[src/rtl/pws_pkg.sv]
package pws_pkg;
  // operand slots carried by each queue entry
  localparam int NSRC = 2;
endpackage

[src/rtl/pws_ready_vec.sv]
module pws_ready_vec #(
  parameter int NPREG = 32,
  parameter int IW    = 6
) (
  input  logic             clk,
  input  logic             rst,
  input  logic             set_vld,
  input  logic [IW-1:0]    set_idx,
  input  logic             clr_vld,
  input  logic [IW-1:0]    clr_idx,
  output logic [NPREG-1:0] rdy
);
  always_ff @(posedge clk) begin
    if (rst) begin
      rdy <= '0;
    end else begin
      for (int r = 0; r < NPREG; r++) begin
        // reallocation of a register wins over a late completion
        if (clr_vld && int'(clr_idx) == r)      rdy[r] <= 1'b0;
        else if (set_vld && int'(set_idx) == r) rdy[r] <= 1'b1;
      end
    end
  end
endmodule

[src/rtl/pws_wait_matrix.sv]
module pws_wait_matrix #(
  parameter int NPREG   = 32,
  parameter int ENTRIES = 16,
  parameter int IW      = 6
) (
  input  logic               clk,
  input  logic               rst,
  input  logic               wake_vld,
  input  logic [IW-1:0]      wake_idx,
  input  logic               set_vld,
  input  logic [IW-1:0]      set_row,
  input  logic [ENTRIES-1:0] set_col,
  input  logic [ENTRIES-1:0] clr_cols,
  input  logic [IW-1:0]      q_idx,
  output logic [ENTRIES-1:0] wake_row,
  output logic [ENTRIES-1:0] q_row
);
  logic [ENTRIES-1:0] wm [NPREG];

  always_comb begin
    wake_row = '0;
    q_row    = '0;
    for (int r = 0; r < NPREG; r++) begin
      if (wake_vld && int'(wake_idx) == r) wake_row = wm[r];
      if (int'(q_idx) == r)                q_row    = wm[r];
    end
  end

  always_ff @(posedge clk) begin
    for (int r = 0; r < NPREG; r++) begin
      if (rst)
        wm[r] <= '0;
      else if (wake_vld && int'(wake_idx) == r)
        wm[r] <= '0;
      else
        wm[r] <= (wm[r] & ~clr_cols) |
                 ((set_vld && int'(set_row) == r) ? set_col : '0);
    end
  end
endmodule

[src/rtl/pws_entry_slots.sv]
module pws_entry_slots
  import pws_pkg::*;
#(
  parameter int ENTRIES = 16
) (
  input  logic                           clk,
  input  logic                           rst,
  input  logic [ENTRIES-1:0]             ins_sel,
  input  logic [NSRC-1:0]                ins_op_vld,
  input  logic [NSRC-1:0]                ins_op_rdy,
  input  logic [NSRC-1:0][ENTRIES-1:0]   wake_hit,
  input  logic [ENTRIES-1:0]             sq_mask,
  output logic [ENTRIES-1:0]             entry_ready
);
  logic [ENTRIES-1:0]           vld_q, vld_n;
  logic [ENTRIES-1:0][NSRC-1:0] opv_q, opv_n, opr_q, opr_n;
  logic [ENTRIES-1:0]           rdy_n;

  always_comb begin
    for (int e = 0; e < ENTRIES; e++) begin
      vld_n[e] = vld_q[e];
      opv_n[e] = opv_q[e];
      opr_n[e] = opr_q[e];
      if (ins_sel[e]) begin
        vld_n[e] = 1'b1;
        opv_n[e] = ins_op_vld;
        opr_n[e] = ins_op_rdy;
      end else if (sq_mask[e]) begin
        vld_n[e] = 1'b0;
      end else begin
        for (int k = 0; k < NSRC; k++)
          if (wake_hit[k][e]) opr_n[e][k] = 1'b1;
      end
      rdy_n[e] = vld_n[e] && ((~opv_n[e] | opr_n[e]) == '1);
    end
  end

  always_ff @(posedge clk) begin
    if (rst) begin
      vld_q       <= '0;
      opv_q       <= '0;
      opr_q       <= '0;
      entry_ready <= '0;
    end else begin
      vld_q       <= vld_n;
      opv_q       <= opv_n;
      opr_q       <= opr_n;
      entry_ready <= rdy_n;
    end
  end
endmodule

[src/rtl/preg_wakeup_sb.sv]
module preg_wakeup_sb
  import pws_pkg::*;
#(
  parameter int INT_REGS = 16,
  parameter int FP_REGS  = 16,
  parameter int ENTRIES  = 16,
  parameter int IW       = 6
) (
  input  logic                        clk,
  input  logic                        rst,
  input  logic                        ins_valid,
  input  logic [$clog2(ENTRIES)-1:0]  ins_entry,
  input  logic [1:0]                  ins_src_vld,
  input  logic [1:0]                  ins_src_rdy,
  input  logic [IW-1:0]               ins_src0,
  input  logic [IW-1:0]               ins_src1,
  input  logic                        ins_dst_vld,
  input  logic [IW-1:0]               ins_dst,
  input  logic                        cmp_valid,
  input  logic [IW-1:0]               cmp_dst,
  input  logic [ENTRIES-1:0]          sq_mask,
  output logic [ENTRIES-1:0]          entry_ready,
  output logic [INT_REGS+FP_REGS-1:0] preg_ready,
  output logic                        dup_err
);
  localparam int NPREG = INT_REGS + FP_REGS;
  localparam int EW    = $clog2(ENTRIES);

  logic [NSRC-1:0][IW-1:0]      src;
  logic [NSRC-1:0]              byp, enlist;
  logic [NSRC-1:0][ENTRIES-1:0] wake_row, q_row;
  logic [ENTRIES-1:0]           ins_sel, waiters;
  logic                         cmp_hit, dst_trk, dup_n;

  assign src[0] = ins_src0;
  assign src[1] = ins_src1;

  assign cmp_hit = cmp_valid && (int'(cmp_dst) < NPREG);
  assign dst_trk = ins_valid && ins_dst_vld && (int'(ins_dst) < NPREG);

  always_comb begin
    for (int e = 0; e < ENTRIES; e++)
      ins_sel[e] = ins_valid && (ins_entry == EW'(e));
  end

  // source recheck: scoreboard bit or a completion landing this cycle
  always_comb begin
    for (int k = 0; k < NSRC; k++) begin
      byp[k] = 1'b0;
      for (int r = 0; r < NPREG; r++)
        if (int'(src[k]) == r && preg_ready[r]) byp[k] = 1'b1;
      if (cmp_hit && cmp_dst == src[k]) byp[k] = 1'b1;
      enlist[k] = ins_valid && ins_src_vld[k] && !ins_src_rdy[k] &&
                  (int'(src[k]) < NPREG) && !byp[k];
    end
  end

  pws_ready_vec #(.NPREG(NPREG), .IW(IW)) u_rdy (
    .clk     (clk),
    .rst     (rst),
    .set_vld (cmp_hit),
    .set_idx (cmp_dst),
    .clr_vld (dst_trk),
    .clr_idx (ins_dst),
    .rdy     (preg_ready)
  );

  for (genvar k = 0; k < NSRC; k++) begin : g_op
    pws_wait_matrix #(.NPREG(NPREG), .ENTRIES(ENTRIES), .IW(IW)) u_wm (
      .clk      (clk),
      .rst      (rst),
      .wake_vld (cmp_hit),
      .wake_idx (cmp_dst),
      .set_vld  (enlist[k]),
      .set_row  (src[k]),
      .set_col  (ins_sel),
      .clr_cols (sq_mask | ins_sel),
      .q_idx    (ins_dst),
      .wake_row (wake_row[k]),
      .q_row    (q_row[k])
    );
  end

  pws_entry_slots #(.ENTRIES(ENTRIES)) u_slots (
    .clk         (clk),
    .rst         (rst),
    .ins_sel     (ins_sel),
    .ins_op_vld  (ins_src_vld),
    .ins_op_rdy  (~enlist),
    .wake_hit    (wake_row),
    .sq_mask     (sq_mask),
    .entry_ready (entry_ready)
  );

  assign waiters = (q_row[0] | q_row[1]) & ~sq_mask & ~ins_sel;
  assign dup_n   = dst_trk && (waiters != '0) &&
                   !(cmp_hit && cmp_dst == ins_dst);

  always_ff @(posedge clk) begin
    if (rst) dup_err <= 1'b0;
    else     dup_err <= dup_n;
  end
endmodule

[config.mk]
export PLATFORM = sky130hd
export DESIGN_NAME = preg_wakeup_sb
export DESIGN_NICKNAME = d
export VERILOG_FILES = /design/src/rtl/pws_pkg.sv /design/src/rtl/pws_ready_vec.sv /design/src/rtl/pws_wait_matrix.sv /design/src/rtl/pws_entry_slots.sv /design/src/rtl/preg_wakeup_sb.sv
export SDC_FILE = /design/constraint.sdc
export NUM_CORES = 2
export LEC_CHECK = 0
export ABC_AREA = 1
export BUFFER_PORTS_ARGS = -buffer_cell sky130_fd_sc_hd__clkbuf_2
export CAP_MARGIN = 30
export CORE_MARGIN = 1
export CORE_UTILIZATION = 30
export CTS_BUF_LIST = sky130_fd_sc_hd__clkbuf_8
export DETAILED_ROUTE_END_ITERATION = 10
export GPL_ROUTABILITY_DRIVEN = 0
export HOLD_SLACK_MARGIN = 0.03
export MAX_ROUTING_LAYER = met4
export PLACE_DENSITY_LB_ADDON = 0.12
export SYNTH_ARGS = -nofsm -noshare
export SYNTH_HDL_FRONTEND = slang
export SYNTH_SLANG_ARGS = --single-unit
[constraint.sdc]
create_clock -name clk -period 4.85 [get_ports clk]
set_input_delay 0.97 -clock clk [delete_from_list [all_inputs] [get_ports clk]]
set_output_delay 0.97 -clock clk [all_outputs]
set_load 0.01 [all_outputs]
## Word level (Yosys, flattened, before mapping)

Memory sizes are Yosys's and may differ from the RTL's.
Index checks and enable logic that the tools add are counted.

| word-level totals | value |
|---|---|
| flip-flop bits (word level) | 129 |
| memory bits (writable) | 1024 |
| bits of input ports | 53 |
| output and inout bits | 49 |
| word-level logic and storage cells | 1502 |
| memories | 2 |

| cells by class | value |
|---|---|
| $lt $le $gt $ge | 4 |
| equality and inequality tests | 158 |
| muxes and demuxes | 692 |
| bitwise logic cells | 296 |
| reduce and logical (&&, ||, !) cells | 283 |

Memory list:

| name | words | bits a word | read ports | clocked after Yosys merged registers in | write ports | line | RTL |
|---|---|---|---|---|---|---|---|
| g_op[0].u_wm.wm | 32 | 16 | 32 | 0 | 32 | pws_wait_matrix.sv:18 | `logic [ENTRIES-1:0] wm [NPREG];` |
| g_op[1].u_wm.wm | 32 | 16 | 32 | 0 | 32 | pws_wait_matrix.sv:18 |  |

Operators with widths:

| cell | count |
|---|---|
| $mux 16 | 320 |
| $and 16x16->16 | 66 |
| $or 16x16->16 | 66 |
| $eq 6x6->1 const B | 64 |
| $mux 1 | 324 |
| $logic_and 1x1->1 | 240 |
| $eq 6x5->1 const B | 32 |
| $or 1x1->1 | 128 |
| $eq 6x4->1 const B | 16 |
| $mux 2 | 48 |
| $reduce_or 2->1 | 32 |
| $eq 6x3->1 const B | 8 |
| $not 16->16 | 3 |
| $not 2->2 | 17 |
| $eq 2x2->1 const B | 16 |
| $eq 4x4->1 const B | 8 |
| $or 2x2->2 | 16 |
| $eq 6x2->1 const B | 4 |
| $logic_not 6->1 | 4 |
| $lt 6x6->1 const B | 4 |
| $eq 6x6->1 | 3 |
| $eq 4x3->1 const B | 4 |
| $reduce_bool 16->1 | 1 |
| $eq 4x2->1 const B | 2 |
| other kinds (3) | 7 |

## Depth between registers and ports, before layout

| logic depth | value |
|---|---|
| depth in word-level cells | 42 |
| mapped depth | 33 |

## Hierarchy

A second synthesis with hierarchy kept.

| unflattened totals | value |
|---|---|
| cell total of the unflattened synthesis | 10127 |
| area, all modules | 71886.4 sq um |

By module, submodules not included:

| module | instances | cells each | area each (sq um) | seq. area each (sq um) |
|---|---|---|---|---|
| pws_wait_matrix | 2 | 4478 | 32403.6 | 15374.7 |
| pws_entry_slots | 1 | 561 | 3946.3 | 1921.8 |
| preg_wakeup_sb | 1 | 361 | 1587.8 | 20.0 |
| pws_ready_vec | 1 | 249 | 1545.2 | 640.6 |

## Worst setup path before layout

No wires, ideal clock.

| path | value |
|---|---|
| path kind | input to register |
| start point | input cmp_dst[2] |
| end point | register u_slots.entry_ready[12] |
| arrival time | 3.250 ns |
| slack | 1.487 ns |
| cell stages on the path | 26 |
| buffers on the path | 2 |
| path through | buf_2 > inv_1 > nand2_2 > nor2_2 > nand2_2 > buf_2 > o21ai_0 > nand4_1 > o21ai_1 > nand4_1 > a21oi_1 > nand4_1 > nor2_1 > nand4_1 > nor2_1 > nand4_1 > nor2_1 > nand3_1 > nor2_1 > nand4_1 > nand2_1 > nand2_1 > nand2_1 > nand2_1 > nor2_1 > nor2_1 |

| on the way | value |
|---|---|
| word-level cells in the longest chain between the ends | 41 |
| elaborated cells between the ends (all ways) | 148 |
| classes of those cells | order compare: 1; eq/ne: 34; mux: 70; bitwise: 2; reduce/logical: 41 |

Ends and longest elaborated chain:

| what | line | RTL |
|---|---|---|
| start: declaration | preg_wakeup_sb.sv:20 | `input logic [IW-1:0] cmp_dst,` |
| $lt 6x6->1 | preg_wakeup_sb.sv:38 | `assign cmp_hit = cmp_valid && (int'(cmp_dst) < NPREG);` |
| $logic_and 1x1->1 | preg_wakeup_sb.sv:38 |  |
| $logic_and 1x1->1 | pws_wait_matrix.sv:24 | `if (wake_vld && int'(wake_idx) == r) wake_row = wm[r];` |
| $mux 16 (32 in series) | pws_wait_matrix.sv:24 |  |
| $mux 1 | pws_entry_slots.sv:32 | `if (wake_hit[k][e]) opr_n[e][k] = 1'b1;` |
| $mux 2 | pws_entry_slots.sv:28 | `end else if (sq_mask[e]) begin` |
| $mux 2 * | pws_entry_slots.sv:24 | `if (ins_sel[e]) begin` |
| $or 2x2->2 * | pws_entry_slots.sv:34 | `rdy_n[e] = vld_n[e] && ((~opv_n[e] \| opr_n[e]) == '1);` |
| $eq 2x2->1 * | pws_entry_slots.sv:34 |  |
| $logic_and 1x1->1 * | pws_entry_slots.sv:34 |  |
| end signal: assignment | pws_entry_slots.sv:48 | `entry_ready <= rdy_n;` |
| end: declaration | pws_entry_slots.sv:13 | `output logic [ENTRIES-1:0] entry_ready` |

Mark *: on every way between the ends. The rest lies on a longest branch, timed or not.
A chain may end at the register's enable or synchronous reset.

==> report_table.html <==
<table>
<tr><th>Metric</th><th>Value</th></tr>
<tr><th colspan="2">Logic synthesis</th></tr>
<tr><td>Summed instance area of the synthesized netlist</td><td>68700 µm²</td></tr>
<tr><td>Number of distinct library cells after synthesis</td><td>51</td></tr>
<tr><td>Number of enable-type register cells in the synthesized netlist</td><td>1024</td></tr>
<tr><td>Post-synth top area share</td><td>44.7%</td></tr>
<tr><td>Yosys Warn Count</td><td>0</td></tr>
<tr><td>Top cells by area, synth</td><td>sky130_fd_sc_hd__edfxtp_1 45%, sky130_fd_sc_hd__nand2_1 21%, sky130_fd_sc_hd__a21oi_1 9.1%</td></tr>
<tr><td>Largest area contributor in the synthesized netlist</td><td>sky130_fd_sc_hd__edfxtp_1</td></tr>
<tr><td>Syn Inst Count</td><td>9340</td></tr>
<tr><td>Mean Syn Cell Area</td><td>7.36 µm²</td></tr>
<tr><td>Yosys reg bits</td><td>1153</td></tr>
<tr><td>Ys async rst share</td><td>0%</td></tr>
<tr><td>Most common flop cell mapped by yosys</td><td>sky130_fd_sc_hd__edfxtp_1</td></tr>
<tr><td>Sequential-to-total area share from yosys stat</td><td>48.5%</td></tr>
<tr><th colspan="2">Timing</th></tr>
<tr><td>Final hold violations</td><td>0</td></tr>
<tr><td>Fmax achieved</td><td>209 MHz</td></tr>
<tr><td>Final period demand of the worst path</td><td>4.78 ns</td></tr>
<tr><td>Final Slew Violations</td><td>0</td></tr>
<tr><td>Largest clock skew in the final design</td><td>0.0570 ns</td></tr>
<tr><td>Total negative slack for setup checks</td><td>0 ns</td></tr>
<tr><td>RSZ-0062 raised after global routing</td><td>no</td></tr>
<tr><td>Transition time at the pin with the least slew margin</td><td>0.984 ns</td></tr>
<tr><td>Final setup violation count</td><td>0</td></tr>
<tr><td>Share of the cycle needed by the critical path after routing</td><td>98.5%</td></tr>
<tr><td>Relative max-transition margin</td><td>34.2%</td></tr>
<tr><th colspan="2">Flow run</th></tr>
<tr><td>Max-cap violations</td><td>0</td></tr>
<tr><th colspan="2">Setup path</th></tr>
<tr><td>Reg2reg setup slack</td><td>0.07 ns</td></tr>
<tr><td>Critical path type</td><td>register to register</td></tr>
<tr><td>Setup crit start kind</td><td>register</td></tr>
<tr><td>Category of the worst setup path capture point</td><td>register</td></tr>
<tr><td>CP required</td><td>5.78 ns</td></tr>
<tr><td>Worst Reg2Reg Path Length in Cells</td><td>27</td></tr>
<tr><td>Arrival time reported for the critical path endpoint</td><td>5.71 ns</td></tr>
<tr><td>Maximum fanout along the worst path</td><td>2</td></tr>
<tr><th colspan="2">Global route</th></tr>
<tr><td>GR Overflow Total</td><td>0</td></tr>
<tr><td>Pin count of the biggest net entering global routing</td><td>72</td></tr>
<tr><td>Via count of the first global-routing pass</td><td>66500</td></tr>
<tr><td>Antenna violations before repair</td><td>7</td></tr>
<tr><td>First-pass GRT wire length</td><td>486 mm</td></tr>
<tr><td>Tot GR Track Use</td><td>30.2%</td></tr>
<tr><th colspan="2">Placement</th></tr>
<tr><td>Total of buffers placed on input and output ports</td><td>101</td></tr>
<tr><td>Estimated wirelength of the detail-placed design</td><td>246 mm</td></tr>
<tr><th colspan="2">Status</th></tr>
<tr><td>Status</td><td>completed</td></tr>
<tr><th colspan="2">Clocking</th></tr>
<tr><td>Maximum root-to-sink buffer count</td><td>3</td></tr>
<tr><td>Root buffer cell</td><td>sky130_fd_sc_hd__clkbuf_8</td></tr>
<tr><td>Count of H-tree levels built during CTS</td><td>4</td></tr>
<tr><td>Count of hold-fix buffers inserted at cts</td><td>0</td></tr>
<tr><td>Clock Sinks</td><td>1153</td></tr>
<tr><td>Insertion delay to the later sink of the worst-skew pair</td><td>1.05 ns</td></tr>
<tr><td>Clock tree from TritonCTS</td><td>yes</td></tr>
<tr><td>Number of CTS-inserted buffers</td><td>218</td></tr>
<tr><td>CTS clock-pin slew for the worst setup and hold paths</td><td>0.06 ns</td></tr>
<tr><th colspan="2">Routing</th></tr>
<tr><td>Total via count in the routed design</td><td>71000</td></tr>
<tr><td>Antenna Nets Post-Route</td><td>0</td></tr>
<tr><td>Initial DRT Pass Iterations</td><td>6</td></tr>
<tr><td>DRC violation total after the first TritonRoute iteration</td><td>7993</td></tr>
<tr><td>Routed wire length</td><td>346 mm</td></tr>
<tr><td>Drt wl/cell</td><td>24.8 µm</td></tr>
<tr><td>Remaining DRCs</td><td>0</td></tr>
<tr><td>Average vias per placed instance</td><td>5.09</td></tr>
<tr><th colspan="2">Floorplan</th></tr>
<tr><td># IOs</td><td>102</td></tr>
<tr><td>Height of the die</td><td>481 µm</td></tr>
<tr><td>Starting density of the core</td><td>30.2%</td></tr>
<tr><td>Total die area</td><td>231000 µm²</td></tr>
<tr><td>Chip Width</td><td>481 µm</td></tr>
<tr><td>Cell row count</td><td>175</td></tr>
<tr><td>Area of the core region</td><td>227000 µm²</td></tr>
<tr><th colspan="2">Layout</th></tr>
<tr><td>Final-layout fill cell count</td><td>24100</td></tr>
<tr><td>Most common cell after layout, fill and taps aside</td><td>sky130_fd_sc_hd__nand2_1</td></tr>
<tr><td>Net count, final</td><td>10800</td></tr>
<tr><td>Area growth, synth to finish</td><td>23.2%</td></tr>
<tr><td>Layout cell share with drive strength beyond 1</td><td>12.1%</td></tr>
<tr><td>Fin util</td><td>37.2%</td></tr>
<tr><td>Most used cells in the layout excluding fill and tap cells</td><td>3838 x sky130_fd_sc_hd__nand2_1, 1248 x sky130_fd_sc_hd__a21oi_1, 1024 x sky130_fd_sc_hd__edfxtp_1, 1024 x sky130_fd_sc_hd__conb_1, 690 x sky130_fd_sc_hd__inv_1</td></tr>
<tr><th colspan="2">Power</th></tr>
<tr><td>VDD IR max</td><td>0.320 mV</td></tr>
<tr><td>Power Density</td><td>276 nW/µm²</td></tr>
<tr><td>Leakage power</td><td>0.0335 µW</td></tr>
<tr><th colspan="2">Min path</th></tr>
<tr><td>Hold/Removal Path Class</td><td>input pin to register</td></tr>
<tr><td>Worst Hold Path Cells</td><td>4</td></tr>
</table>
==> repair_timing <==
action	CTS	global route
setup buffers	0	0
hold endpoints to repair	0	0
resized for setup	0	2
endpoints found under the setup margin	0	2
==> cells by family after synthesis <==
logic type	synth area share (%)
and+or+nand+nor	32.6
AOI/OAI and AO/OA	11.5
buffers and inverters	7.01
DFF	48.5
muxes	0.364
xor gates and xnor gates	0.0255
other	0.00545
==> worst paths after layout <==
kind,startpoint,to
worst max-delay path,g_op[0].u_wm.wm[0][13],dup_err
worst min-delay path,sq_mask[0],u_slots.vld_q[0]
worst max register to register,g_op[0].u_wm.wm[0][13],dup_err
worst min register to register,u_slots.vld_q[14],u_slots.vld_q[14]
==> synthesized netlist by cell type, types with 42 or more instances <==
master and count:
sky130_fd_sc_hd__clkbuf_1 471, sky130_fd_sc_hd__edfxtp_1 1024, sky130_fd_sc_hd__nand3_1 221, sky130_fd_sc_hd__buf_2 73
sky130_fd_sc_hd__nor3_1 42, sky130_fd_sc_hd__buf_1 80, sky130_fd_sc_hd__a21oi_1 1248, sky130_fd_sc_hd__dfxtp_1 129
sky130_fd_sc_hd__or2_2 105, sky130_fd_sc_hd__inv_1 596, sky130_fd_sc_hd__nand2_1 3838, sky130_fd_sc_hd__nor2_1 728
sky130_fd_sc_hd__o21ai_0 145, sky130_fd_sc_hd__nand4_1 362
==> power breakdown <==
part	switching, µW	internal [µW]
sequential	386	11300
clock	4760	4430
combinational	1820	615
==> sequential cells by signal, indices dropped and copies added, names as in the netlist <==
signal / flops
dup_err: 1
u_slots.entry_ready: 16
u_rdy.rdy: 32
g_op.u_wm.wm: 1024
u_slots.opv_q: 32
u_slots.vld_q: 16
u_slots.opr_q: 32
==> per-layer routing <==
| layer | track usage [%] | vias up | wire (µm) |
|---|---|---|---|
| met3 | 4.20 | 799 | 26500 |
| met2 | 47.8 | 3295 | 160000 |
| li1 | - | 32700 | - |
| met1 | 37.6 | 34300 | 140000 |
| met5 | - | - | 0 |
| met4 | 15.2 | 0 | 19200 |
==> critical path, cell delays in order, from the launching register on <==
cell	delay, ns
sky130_fd_sc_hd__edfxtp_1	0.41
sky130_fd_sc_hd__buf_4	0.16
sky130_fd_sc_hd__nand2_1	0.06
sky130_fd_sc_hd__nand2_1	0.05
sky130_fd_sc_hd__nor2_1	0.18
sky130_fd_sc_hd__nand4_1	0.23
sky130_fd_sc_hd__nand2_1	0.17
sky130_fd_sc_hd__nand4_1	0.27
sky130_fd_sc_hd__nand2_1	0.17
sky130_fd_sc_hd__nand4_1	0.24
sky130_fd_sc_hd__nand2_1	0.25
sky130_fd_sc_hd__nand4_1	0.36
sky130_fd_sc_hd__nor2_1	0.25
sky130_fd_sc_hd__nand4_1	0.23
sky130_fd_sc_hd__nand2_1	0.21
sky130_fd_sc_hd__nand4_1	0.27
sky130_fd_sc_hd__nand2_1	0.15
sky130_fd_sc_hd__nand3_1	0.10
sky130_fd_sc_hd__nand2_1	0.07
sky130_fd_sc_hd__nand2_1	0.07
sky130_fd_sc_hd__nand2_1	0.08
sky130_fd_sc_hd__nand2_1	0.09
sky130_fd_sc_hd__nand2_1	0.10
sky130_fd_sc_hd__nand2_1	0.06
sky130_fd_sc_hd__nor2_1	0.08
sky130_fd_sc_hd__nand2_1	0.12
sky130_fd_sc_hd__nor2_1	0.16
sky130_fd_sc_hd__nor2_1	0.06
==> stage by stage <==
stage	cells	total power, µW	setup slack, ns	hold WS (ns)	cell area (µm²)
after CTS	13900	23500	0.0879	0.185	84700
after detailed placement	13500	14300	-0.985	0.458	80700
after global placement	13500	14300	-1.03	0.454	80700
after floorplan	10400	13000	1.49	0.447	72600
final	13900	23400	0.0713	0.251	84700
after global routing	13900	24100	0.0408	0.246	84700
==> layout make-up <==
class,instances,area [µm²],share of cell area [%]
Tap cell,3009,3760,4.45
Multi-Input combinational cell,7962,34800,41.1
Clock buffer,232,3190,3.77
Timing Repair Buffer,798,6530,7.71
Clock inverter,167,736,0.869
Sequential cell,1153,33300,39.4
Inverter,614,2310,2.72
Antenna cell,6,15.0,0.0177
Power figures use the tool's default switching activity.
